==> config.mk <==
export PLATFORM = sky130hd
export DESIGN_NAME = sdcard_clkgen
export DESIGN_NICKNAME = d
export VERILOG_FILES = /design/src/rtl/sdclk_pkg.sv /design/src/rtl/sdclk_ctrl.sv /design/src/rtl/sdclk_ratio.sv /design/src/rtl/sdclk_gen.sv /design/src/rtl/sdcard_clkgen.sv
export SDC_FILE = /design/constraint.sdc
export NUM_CORES = 1
export LEC_CHECK = 0
export ABC_AREA = 1
export BUFFER_PORTS_ARGS = -buffer_cell sky130_fd_sc_hd__buf_2
export CAP_MARGIN = 10
export CORE_MARGIN = 2
export CORE_UTILIZATION = 54
export DETAILED_ROUTE_END_ITERATION = 10
export PLACE_DENSITY = 0.84
export SYNTH_ARGS = -nofsm -noshare
export SYNTH_HDL_FRONTEND = slang
export SYNTH_SLANG_ARGS = --single-unit
==> constraint.sdc <==
create_clock -name clk -period 1.9 [get_ports clk]
set_input_delay 0.19 -clock clk [delete_from_list [all_inputs] [get_ports clk]]
set_output_delay 0.19 -clock clk [all_outputs]
set_load 0.03 [all_outputs]
==> src/rtl/sdclk_pkg.sv <==
package sdclk_pkg;
  typedef enum logic {
    MODE_IDENT = 1'b0,
    MODE_DATA  = 1'b1
  } sd_mode_e;
endpackage

==> src/rtl/sdclk_ctrl.sv <==
module sdclk_ctrl
  import sdclk_pkg::*;
#(
  parameter int DIV_W      = 11,
  parameter int CMD_W      = 6,
  parameter int SWITCH_CMD = 15
) (
  input  logic             clk,
  input  logic             rst_n,
  input  logic             div_wr,
  input  logic [DIV_W-1:0] div_wdata,
  input  logic             slow_card,
  input  logic             cmd_valid,
  input  logic [CMD_W-1:0] cmd_index,
  output logic [DIV_W-1:0] div_q,
  output sd_mode_e         mode_q
);
  logic switch_hit;
  assign switch_hit = cmd_valid && (cmd_index == CMD_W'(SWITCH_CMD)) && !slow_card;

  always_ff @(posedge clk) begin
    if (!rst_n) begin
      div_q  <= '0;
      mode_q <= MODE_IDENT;
    end else begin
      if (div_wr) div_q <= div_wdata;
      if (switch_hit) mode_q <= MODE_DATA;
    end
  end

  logic in_data;
  assign in_data = (mode_q == MODE_DATA);

  // data mode is held until reset
  a_r10_mode_sticky: assert property (@(posedge clk) disable iff (!rst_n)
    in_data |=> in_data);
  // entry only through the switch command while slow-card is low
  a_r5_mode_entry: assert property (@(posedge clk) disable iff (!rst_n)
    $rose(in_data) |-> $past(cmd_valid && (cmd_index == CMD_W'(SWITCH_CMD)) && !slow_card));
  // divisor changes only after a write
  a_r3_div_hold: assert property (@(posedge clk) disable iff (!rst_n)
    !$past(div_wr) |-> $stable(div_q));
endmodule

==> src/rtl/sdclk_ratio.sv <==
module sdclk_ratio
  import sdclk_pkg::*;
#(
  parameter int DIV_W   = 11,
  parameter int DATA_W  = 3,
  parameter int RATIO_W = DIV_W + 1
) (
  input  logic [DIV_W-1:0]   div_q,
  input  sd_mode_e           mode_q,
  input  logic               slow_card,
  output logic [RATIO_W-1:0] ratio
);
  logic [RATIO_W-1:0] full_ratio;
  logic [RATIO_W-1:0] narrow_ratio;

  assign full_ratio = {{(RATIO_W-DIV_W){1'b0}}, div_q} + RATIO_W'(2);

  generate
    if (DATA_W >= DIV_W) begin : g_no_narrow
      assign narrow_ratio = full_ratio;
    end else begin : g_narrow
      assign narrow_ratio = {{(RATIO_W-DATA_W){1'b0}}, div_q[DATA_W-1:0]} + RATIO_W'(2);
    end
  endgenerate

  always_comb begin
    if (mode_q == MODE_DATA && !slow_card) ratio = narrow_ratio;
    else                                   ratio = full_ratio;
  end
endmodule

==> src/rtl/sdclk_gen.sv <==
module sdclk_gen #(
  parameter int RATIO_W = 12
) (
  input  logic               clk,
  input  logic               rst_n,
  input  logic [RATIO_W-1:0] ratio_in,
  output logic               sd_clk,
  output logic               sd_clk_en
);
  logic [RATIO_W-1:0] ratio_q;
  logic [RATIO_W-1:0] cnt;
  logic [RATIO_W-1:0] half;
  logic               wrap;

  assign half = ratio_q >> 1;
  assign wrap = (cnt == ratio_q - RATIO_W'(1));

  always_ff @(posedge clk) begin
    if (!rst_n) begin
      ratio_q   <= RATIO_W'(2);
      cnt       <= '0;
      sd_clk    <= 1'b0;
      sd_clk_en <= 1'b0;
    end else begin
      sd_clk_en <= 1'b0;
      if (wrap) begin
        cnt       <= '0;
        sd_clk    <= 1'b1;
        sd_clk_en <= 1'b1;
        ratio_q   <= ratio_in;
      end else begin
        cnt <= cnt + RATIO_W'(1);
        if (cnt == half - RATIO_W'(1)) sd_clk <= 1'b0;
      end
    end
  end

  // enable pulse and rising edge coincide
  a_r8_en_marks_rise: assert property (@(posedge clk) disable iff (!rst_n)
    sd_clk_en |-> (sd_clk && !$past(sd_clk)));
  a_r8_rise_has_en: assert property (@(posedge clk) disable iff (!rst_n)
    $rose(sd_clk) |-> sd_clk_en);
  // active ratio moves only at a rising edge
  a_r7_ratio_holds: assert property (@(posedge clk) disable iff (!rst_n)
    !sd_clk_en |-> $stable(ratio_q));
  // counter stays inside the active period
  a_r2_cnt_in_range: assert property (@(posedge clk) disable iff (!rst_n)
    cnt < ratio_q);
  // falling edge at the middle of the period
  a_r9_fall_mid: assert property (@(posedge clk) disable iff (!rst_n)
    $fell(sd_clk) |-> (cnt == half));
endmodule

==> src/rtl/sdcard_clkgen.sv <==
module sdcard_clkgen
  import sdclk_pkg::*;
#(
  parameter int DIV_W         = 11,
  parameter int DATA_DIV_W    = 3,
  parameter int CMD_W         = 6,
  parameter int DATA_MODE_CMD = 15
) (
  input  logic             clk,
  input  logic             rst_n,
  input  logic             div_wr,
  input  logic [DIV_W-1:0] div_wdata,
  input  logic             slow_card,
  input  logic             cmd_valid,
  input  logic [CMD_W-1:0] cmd_index,
  output logic             sd_clk,
  output logic             sd_clk_en
);
  localparam int RATIO_W   = DIV_W + 1;
  localparam int DATA_RMAX = (1 << DATA_DIV_W) + 1;

  logic [DIV_W-1:0]   div_q;
  sd_mode_e           mode_q;
  logic [RATIO_W-1:0] ratio_sel;

  sdclk_ctrl #(
    .DIV_W(DIV_W), .CMD_W(CMD_W), .SWITCH_CMD(DATA_MODE_CMD)
  ) u_ctrl (
    .clk(clk), .rst_n(rst_n), .div_wr(div_wr), .div_wdata(div_wdata),
    .slow_card(slow_card), .cmd_valid(cmd_valid), .cmd_index(cmd_index),
    .div_q(div_q), .mode_q(mode_q)
  );

  sdclk_ratio #(
    .DIV_W(DIV_W), .DATA_W(DATA_DIV_W), .RATIO_W(RATIO_W)
  ) u_ratio (
    .div_q(div_q), .mode_q(mode_q), .slow_card(slow_card), .ratio(ratio_sel)
  );

  sdclk_gen #(
    .RATIO_W(RATIO_W)
  ) u_gen (
    .clk(clk), .rst_n(rst_n), .ratio_in(ratio_sel),
    .sd_clk(sd_clk), .sd_clk_en(sd_clk_en)
  );

  // data mode without slow-card never selects a ratio above the short range
  a_r4_data_range: assert property (@(posedge clk) disable iff (!rst_n)
    (mode_q == MODE_DATA && !slow_card) |-> (ratio_sel <= RATIO_W'(DATA_RMAX)));
  // slow-card always selects the full divisor
  a_r6_slow_full: assert property (@(posedge clk) disable iff (!rst_n)
    slow_card |-> (ratio_sel == {1'b0, div_q} + RATIO_W'(2)));
endmodule

==> results.md, run 1 <==
* Adder-Cell Fraction of Synth Area at 0.0184
* Die footprint at 5620 um2
* Max Cap Viol at 0
* H-Tree Depth at 2
* Max Freq at 561 MHz
* CTS tree: done
* Routed wire length at 6230 um
* Worst slew margin at 0.709
* Netlist cell types at 33
* Hold crit path type: input port to register
* WP data arrival at 1960 ps
* Starting Density at 0.568
* Final ANT Viol Nets at 0
* GRT Util Overall at 0.238
* Io pins at 24
* Worst-skew pair later-pin latency at 290 ps
* Slew @ Worst Pin at 434 ps
* Status: complete, no violations
* Post-Synth XOR/XNOR Area at 0.0929
* Post-synthesis mux area share at 0
* Layout area overhead at 18.2%
* Sequential fraction of the synthesis area at 0.280
* Wire per inst at 12.1 um
* Max incr delay on CP at 550 ps
* Clock sink count at 38
* WP buf/inv at 3
* Die Span Y at 75.0 um
* First-pass GRT wire length at 10300 um
* Top fanout value on the critical path at 6
* Static Leak at 1.49 nW
* CP top delay family: simple AND/OR/NAND/NOR gates
* R2R setup slack at 120 ps
* Register clock-pin slew on the reported worst setup and hold paths at 80 ps
* Cell mode on critical path: nand2_1
* Crit path depth at 12
* Mapped Area at 2720 um2
* CTS buffer count at 5
* Complex-gate fraction of the synthesized area at 0.0561
* Clock skew at 5.83 ps
* Setup TNS at 0 ps
* Detailed Routing Iterations Pass 1 at 7
* Vias at 2698
* Vias per cell at 5.24
* CP max-delay cell: dfxtp_1
* CTS max path bufs at 2
* Ant diodes at 0
* Fillers at 419
* Number of cell rows at 25
* PD cells at 1300 nW/um2
* Syn_area_per_cell at 6.62 um2
* Reg2Reg Depth at 12
* Antenna violations before repair at 0
* GRT overflow at 0
* Fin util at 0.672
* Vias in the first global route at 2345
* CTS Hold Bufs at 0
* Hold path cells at 3
* Largest family of logic cells by synthesized area: simple AND/OR/NAND/NOR gates
* Initial DRC Count at 167
* DRC Markers at 0
* Die W at 75.0 um
* Syn Nets at 437
* Final setup vio count at 0
* Synth Register Bits at 38
* Area of the multi-input gates at 1760 um2
* Crit path capture type: register
* Critical path type: register to register
* Post-layout min period at 1780 ps
* IO buf count at 23
* Final HPWL DP at 4690 um
* Root Driver: clkbuf_8
* Core Box Area at 4790 um2
* Peak supply drop at 0.766 mV
* Crit-path cells: inv_2, nand2_1, nand3_1, nand2_1, inv_1, nor2_1, nand2_1, nor2_4, nand3_4, nand2_4, buf_12, nor2_4
* Gp weighted congestion at 0.987
* Pin count of the biggest net entering global routing at 24
* Simple-gate area share of the yosys netlist at 0.451
* CP Launch Type: register
* Final nets at 473
* Synthesized instance count at 411
* Slew Limit Fails at 0
* Final hold vios at 0
* CP required at 2080 ps
* Layout cells sized above 1 at 0.221
* Yosys warnings at 0
* Final period utilization at 0.938
* Storage element area at 763 um2
tightest hold or removal path, cell delays in order:
cell    delay (ps)
buf_2           70
nor2_1          30
nor2_1          80
sequential cells by signal (all words and copies together) (netlist names):
name,count
u_ctrl.div_q,11
u_ctrl.mode_q,1
u_gen.cnt,12
u_gen.ratio_q,12
u_gen.sd_clk,1
u_gen.sd_clk_en,1
cell type report:
class                           count  area share
Clock buffer                        6      0.0257
Tap cell                           67      0.0261
Inverter                           48      0.0568
Timing Repair Buffer               41      0.0868
Multi-Input combinational cell    313       0.548
Sequential cell                    38       0.237
Clock inverter                      2      0.0187
logic make-up after synthesis:
| group | Yosys count |
|---|---|
| buffers and inverters | 61 |
| AO/OA/AOI/OAI | 30 |
| AND/OR/NAND/NOR | 250 |
| XOR/XNOR | 28 |
| flip-flops | 38 |
| adder cells (fa/ha/maj) | 4 |
cells in the final DEF (no fill, tap or decap), types with 4 or more instances in the layout:
| cell type | n |
|---|---|
| a21oi_1 | 12 |
| buf_2 | 23 |
| buf_4 | 15 |
| clkbuf_8 | 6 |
| dfxtp_1 | 36 |
| inv_1 | 40 |
| inv_2 | 6 |
| nand2_1 | 115 |
| nand2_2 | 6 |
| nand3_1 | 40 |
| nand4_1 | 11 |
| nor2_1 | 40 |
| nor2_2 | 4 |
| nor2_4 | 21 |
| o21ai_0 | 16 |
| xnor2_1 | 11 |
| xor2_1 | 16 |
synthesized netlist by cell type:
cell | n | area, um2
a21oi_1 | 13 | 65.1
and2_1 | 1 | 6.26
buf_1 | 1 | 3.75
buf_12 | 1 | 20.0
buf_2 | 4 | 20.0
buf_4 | 1 | 7.51
buf_6 | 3 | 33.8
clkbuf_1 | 2 | 7.51
clkbuf_2 | 1 | 5.00
clkinv_1 | 1 | 3.75
dfxtp_1 | 38 | 761
ha_1 | 4 | 50.1
inv_1 | 42 | 158
inv_2 | 5 | 18.8
nand2_1 | 116 | 435
nand2_2 | 5 | 31.3
nand2_4 | 1 | 11.3
nand3_1 | 41 | 205
nand3_2 | 2 | 20.0
nand3_4 | 1 | 17.5
nand3b_1 | 1 | 7.51
nand4_1 | 11 | 68.8
nor2_1 | 43 | 161
nor2_2 | 3 | 18.8
nor2_4 | 18 | 203
nor3_1 | 4 | 20.0
nor3b_1 | 1 | 7.51
nor4_1 | 2 | 12.5
o21a_1 | 1 | 7.51
o21ai_0 | 16 | 80.1
xnor2_1 | 11 | 96.3
xor2_1 | 16 | 140
xor2_2 | 1 | 16.3
per-layer routing:
| metal | routed length (um) | GRT usage | vias up |
|---|---|---|---|
| met3 | 297 | 0.0361 | 18 |
| li1 | - | - | 1368 |
| met4 | 164 | 0.0972 | 0 |
| met1 | 2670 | 0.309 | 1225 |
| met2 | 3090 | 0.395 | 87 |
| met5 | 0 | 0 | - |
what timing repair did:
action / 4_1_cts / 5_1_grt
buffers inserted: 0 / 1
gates cloned: 1 / 0
pin swaps: 1 / 4
endpoints found under the setup margin: 14 / 26
gates resized for setup: 2 / 19
stage by stage:
stage,cell area (um2),std cells,worst slack (ps),power [mW],hold slack (ps)
3_3_place_gp,2970,505,2.90,3.07,414
5_1_grt,3210,515,-12.3,4.45,132
4_1_cts,3130,514,2.29,4.02,107
6_report,3210,515,118,4.18,113
2_1_floorplan,2720,411,93.9,2.70,325
3_5_place_dp,2970,505,-45.6,3.13,421
power by group:
part | total [mW] | internal (mW) | leakage, nW | switching [mW]
Combinational | 2.27 | 0.874 | 1.11 | 1.39
Sequential | 1.06 | 0.903 | 0.310 | 0.157
Clock | 0.851 | 0.560 | 0.0714 | 0.291
Total | 4.18 | 2.34 | 1.49 | 1.84
worst paths after layout:
path / start / endpoint
worst max-delay path: u_gen.ratio_q[3] / u_gen.cnt[4]
worst max register to register: u_gen.ratio_q[3] / u_gen.cnt[4]
worst min-delay path: div_wdata[6] / u_ctrl.div_q[6]
worst min register to register: u_ctrl.mode_q / u_ctrl.mode_q
No activity file was read; power rests on OpenSTA's default activity.
==> run 2, diff against run 1 <==
--- a/config.mk
+++ b/config.mk
@@ -5,11 +5,10 @@
 export SDC_FILE = /design/constraint.sdc
 export NUM_CORES = 1
 export LEC_CHECK = 0
-export ABC_AREA = 1
 export BUFFER_PORTS_ARGS = -buffer_cell sky130_fd_sc_hd__buf_2
 export CAP_MARGIN = 10
 export CORE_MARGIN = 2
-export CORE_UTILIZATION = 54
+export CORE_UTILIZATION = 53
 export DETAILED_ROUTE_END_ITERATION = 10
 export PLACE_DENSITY = 0.84
 export SYNTH_ARGS = -nofsm -noshare
==> run 2 against run 1 <==
The flow now finishes with violations (setup timing). Die area shrank 8.3%. First-iteration DRC count shrank 20%. Fmax shrank 14%. Largest power group unchanged. Synthesized cell count shrank 29%.
==> results.md, run 2 <==
* Status: finished, violations left
* Violated checks: setup timing
* Yosys warnings at 0 (unchanged)
* CP endpoint: u_gen.cnt[2]
* Post-layout min period at 2070 ps (+292 ps)
* H-Tree Depth at 2 (unchanged)
* Die footprint at 5160 um2 (-8.3%)
* Final HPWL DP at 4450 um (-5.1%)
* Final nets at 374 (-21%)
* Storage element area at 777 um2 (+1.8%)
* Reg2reg start: u_gen.ratio_q[1]
* Synth Register Bits at 38 (unchanged)
* Crit-path cells: inv_4, ha_4, xnor2_1, a211o_1, nor4_2, nand4b_1, buf_4, o21ai_2, buf_4, nor2_1
* Netlist cell types at 47 (+42%)
* GRT Util Overall at 0.256 (+0.0179)
* Fillers at 324 (-23%)
* Root Driver: clkbuf_8
* Synth top area share at 0.312 (+0.0324)
* First-pass GRT wire length at 10300 um (-0.26%)
* Pin count of the biggest net entering global routing at 16 (-33%)
* Hold crit path type: input port to register
* Io pins at 24 (unchanged)
* Wire per inst at 15.1 um (+25%)
* IO buf count at 23 (unchanged)
* CTS buffer count at 5 (unchanged)
* Reg2Reg Depth at 10 (-2)
* Most frequent cells in the layout: buf_4, nor2_1, xnor2_1
* RSZ-0062 raised after global routing: yes
* CP Launch Type: register
* Setup TNS at -3470 ps (-3470 ps)
* Critical R2R Capture: u_gen.cnt[2]
* Vias at 2291 (-15%)
* Syn Nets at 319 (-27%)
* Final period utilization at 1.09 (+0.154)
* Hold path cells at 3 (unchanged)
* Gp weighted congestion at 0.962 (-2.5%)
* GRT overflow at 0 (unchanged)
* Die W at 71.8 um (-4.2%)
* Core Box Area at 4380 um2 (-8.4%)
* Number of cell rows at 24 (-4.0%)
* Synth area leaders: dfxtp_1, xnor2_1, mux2i_1
* Peak supply drop at 0.799 mV (+4.3%)
* CTS max path bufs at 2 (unchanged)
* Clock skew at 5.61 ps (-0.213 ps)
* Worst setup path startpoint: u_gen.ratio_q[1]
* R2R setup slack at -170 ps (-290 ps)
* Slew @ Worst Pin at 463 ps (+28.9 ps)
* Post-synth top cells: dfxtp_1, nor2_1, xnor2_1, nand2_1, mux2i_1
* DRC Markers at 0 (unchanged)
* Ys flop type: dfxtp_1
* CP max-delay cell: dfxtp_4
* Fin util at 0.709 (+0.0373)
* CP required at 2090 ps (about the same)
* Commonest non-fill, non-tap cell in the layout: buf_4
* Final hold vios at 0 (unchanged)
* Static Leak at 1.29 nW (-13%)
* Synth area leader: dfxtp_1
* Slew Limit Fails at 0 (unchanged)
* Post-synth EDFFs at 0 (unchanged)
* Critical path type: register to register
* Vias per cell at 5.71 (+9.1%)
* Worst Slack Setup Final at -174 ps (-292 ps)
* Synthesized instance count at 293 (-29%)
* Layout cells sized above 1 at 0.301 (+0.0799)
* Top fanout value on the critical path at 6 (unchanged)
* Register clock-pin slew on the reported worst setup and hold paths at 70 ps (about the same)
* WP data arrival at 2260 ps (+300 ps)
* Clock sink count at 38 (unchanged)
* Vias in the first global route at 2251 (-4.0%)
* CTS Hold Bufs at 0 (unchanged)
* Top Registers: u_gen.cnt x12, u_gen.ratio_q x12, u_ctrl.div_q x11
* Layout area overhead at 27.5%
* Syn_area_per_cell at 8.32 um2 (+26%)
* Die Span Y at 71.8 um (-4.2%)
* Max Freq at 482 MHz (-14%)
* Antenna violations before repair at 0 (unchanged)
* Final setup vio count at 26 (+26)
* Mapped Area at 2440 um2 (-10%)
* Cell mode on critical path: buf_4
* Final ANT Viol Nets at 0 (unchanged)
* Crit path capture type: register
* Detailed Routing Iterations Pass 1 at 4 (-3)
* Initial DRC Count at 133 (-20%)
* Area of the multi-input gates at 1660 um2 (-5.7%)
* Starting Density at 0.556 (-0.0124)
* Routed wire length at 6060 um (-2.7%)
* Ant diodes at 0 (unchanged)
* CTS tree: done
* Max incr delay on CP at 360 ps (-190 ps)
* Max Cap Viol at 0 (unchanged)
* PD cells at 1040 nW/um2 (-20%)
* Worst-skew pair later-pin latency at 300 ps (about the same)
* Worst slew margin at 0.689 (-0.0196)
* Most frequent cell after synthesis: dfxtp_1
* Async set-reset flop share out of synthesis at 0 (unchanged)
* Sequential fraction of the synthesis area at 0.312 (+0.0324)
[run 2: cell types whose count changed after synthesis, moves of 18 or more]
cell     before  now
xnor2_1      11   33
mux2i_1       0   23
nor2_4       18    0
nand3_1      41   14
nand2_1     116   31
inv_1        42    6
[run 2: final cells by class]
type / instances / area share
inverter: 6 / 0.00886
tap: 52 / 0.0209
sequential: 38 / 0.250
clock inverter: 1 / 0.00161
clock buffer: 7 / 0.0278
multi-input combinational: 228 / 0.535
timing repair buffer: 69 / 0.156
[run 2: worst max-delay path, delay by kind of cell (launching register included)]
family,cells,cell delay [ps]
compound gates,2,420
xor+xnor,1,120
fa+ha+maj,1,230
buf+inv,3,430
flops,1,360
simple gates,3,410
[run 2: logic make-up (layout without fill, tap and decap cells)]
kind of cell / after synthesis / after routing / synth area share
muxes: 23 / 23 / 0.0945
and+or+nand+nor: 126 / 126 / 0.277
AOI/OAI and AO/OA: 29 / 29 / 0.0791
xor gates and xnor gates: 46 / 46 / 0.165
adders and majority gates: 4 / 4 / 0.0205
buffers and inverters: 27 / 83 / 0.0518
DFF: 38 / 38 / 0.312
[run 2: stage by stage]
stage                     cells  hold slack, ps  instance area (um2)  power, mW  setup slack [ps]
after global placement      390             424                 2900       2.41              -413
after global routing        401             145                 3110       3.42              -329
after detailed placement    390             436                 2900       2.45              -297
after CTS                   401             131                 3070       3.17              -137
final                       401             126                 3110       3.24              -174
after floorplan             293             337                 2500       1.93             -48.6
[run 2: power breakdown]
part	switching, mW	internal, mW	leakage, nW
registers	0.110	0.892	0.313
clock network	0.283	0.293	0.0482
logic	0.799	0.866	0.928
[run 2: routing by layer]
metal	share of wire	vias up	track usage
met2	0.52	68	0.459
met5	0	-	0
met3	0.042	11	0.0450
met4	0.013	0	0.0776
met1	0.43	1089	0.310
li1	-	1123	-
[run 2: how the worst min path moves through the flow]
stage / endpoint / slack [ps] / start
5_1_grt: u_ctrl.div_q[4] / 140 / div_wdata[4]
4_1_cts: u_ctrl.div_q[4] / 130 / div_wdata[4]
6_report: u_ctrl.div_q[3] / 130 / div_wdata[3]
3_3_place_gp: u_ctrl.div_q[2] / 420 / div_wdata[2]
2_1_floorplan: u_ctrl.div_q[0] / 340 / div_wdata[0]
3_5_place_dp: u_ctrl.div_q[8] / 440 / div_wdata[8]
[run 2: timing repair]
action / 4_1_cts / 5_1_grt
setup endpoints to repair: 26 / 26
setup buffers: 2 / 0
gates cloned: 1 / 0
gates resized for setup: 21 / 6
pin swaps: 4 / 2
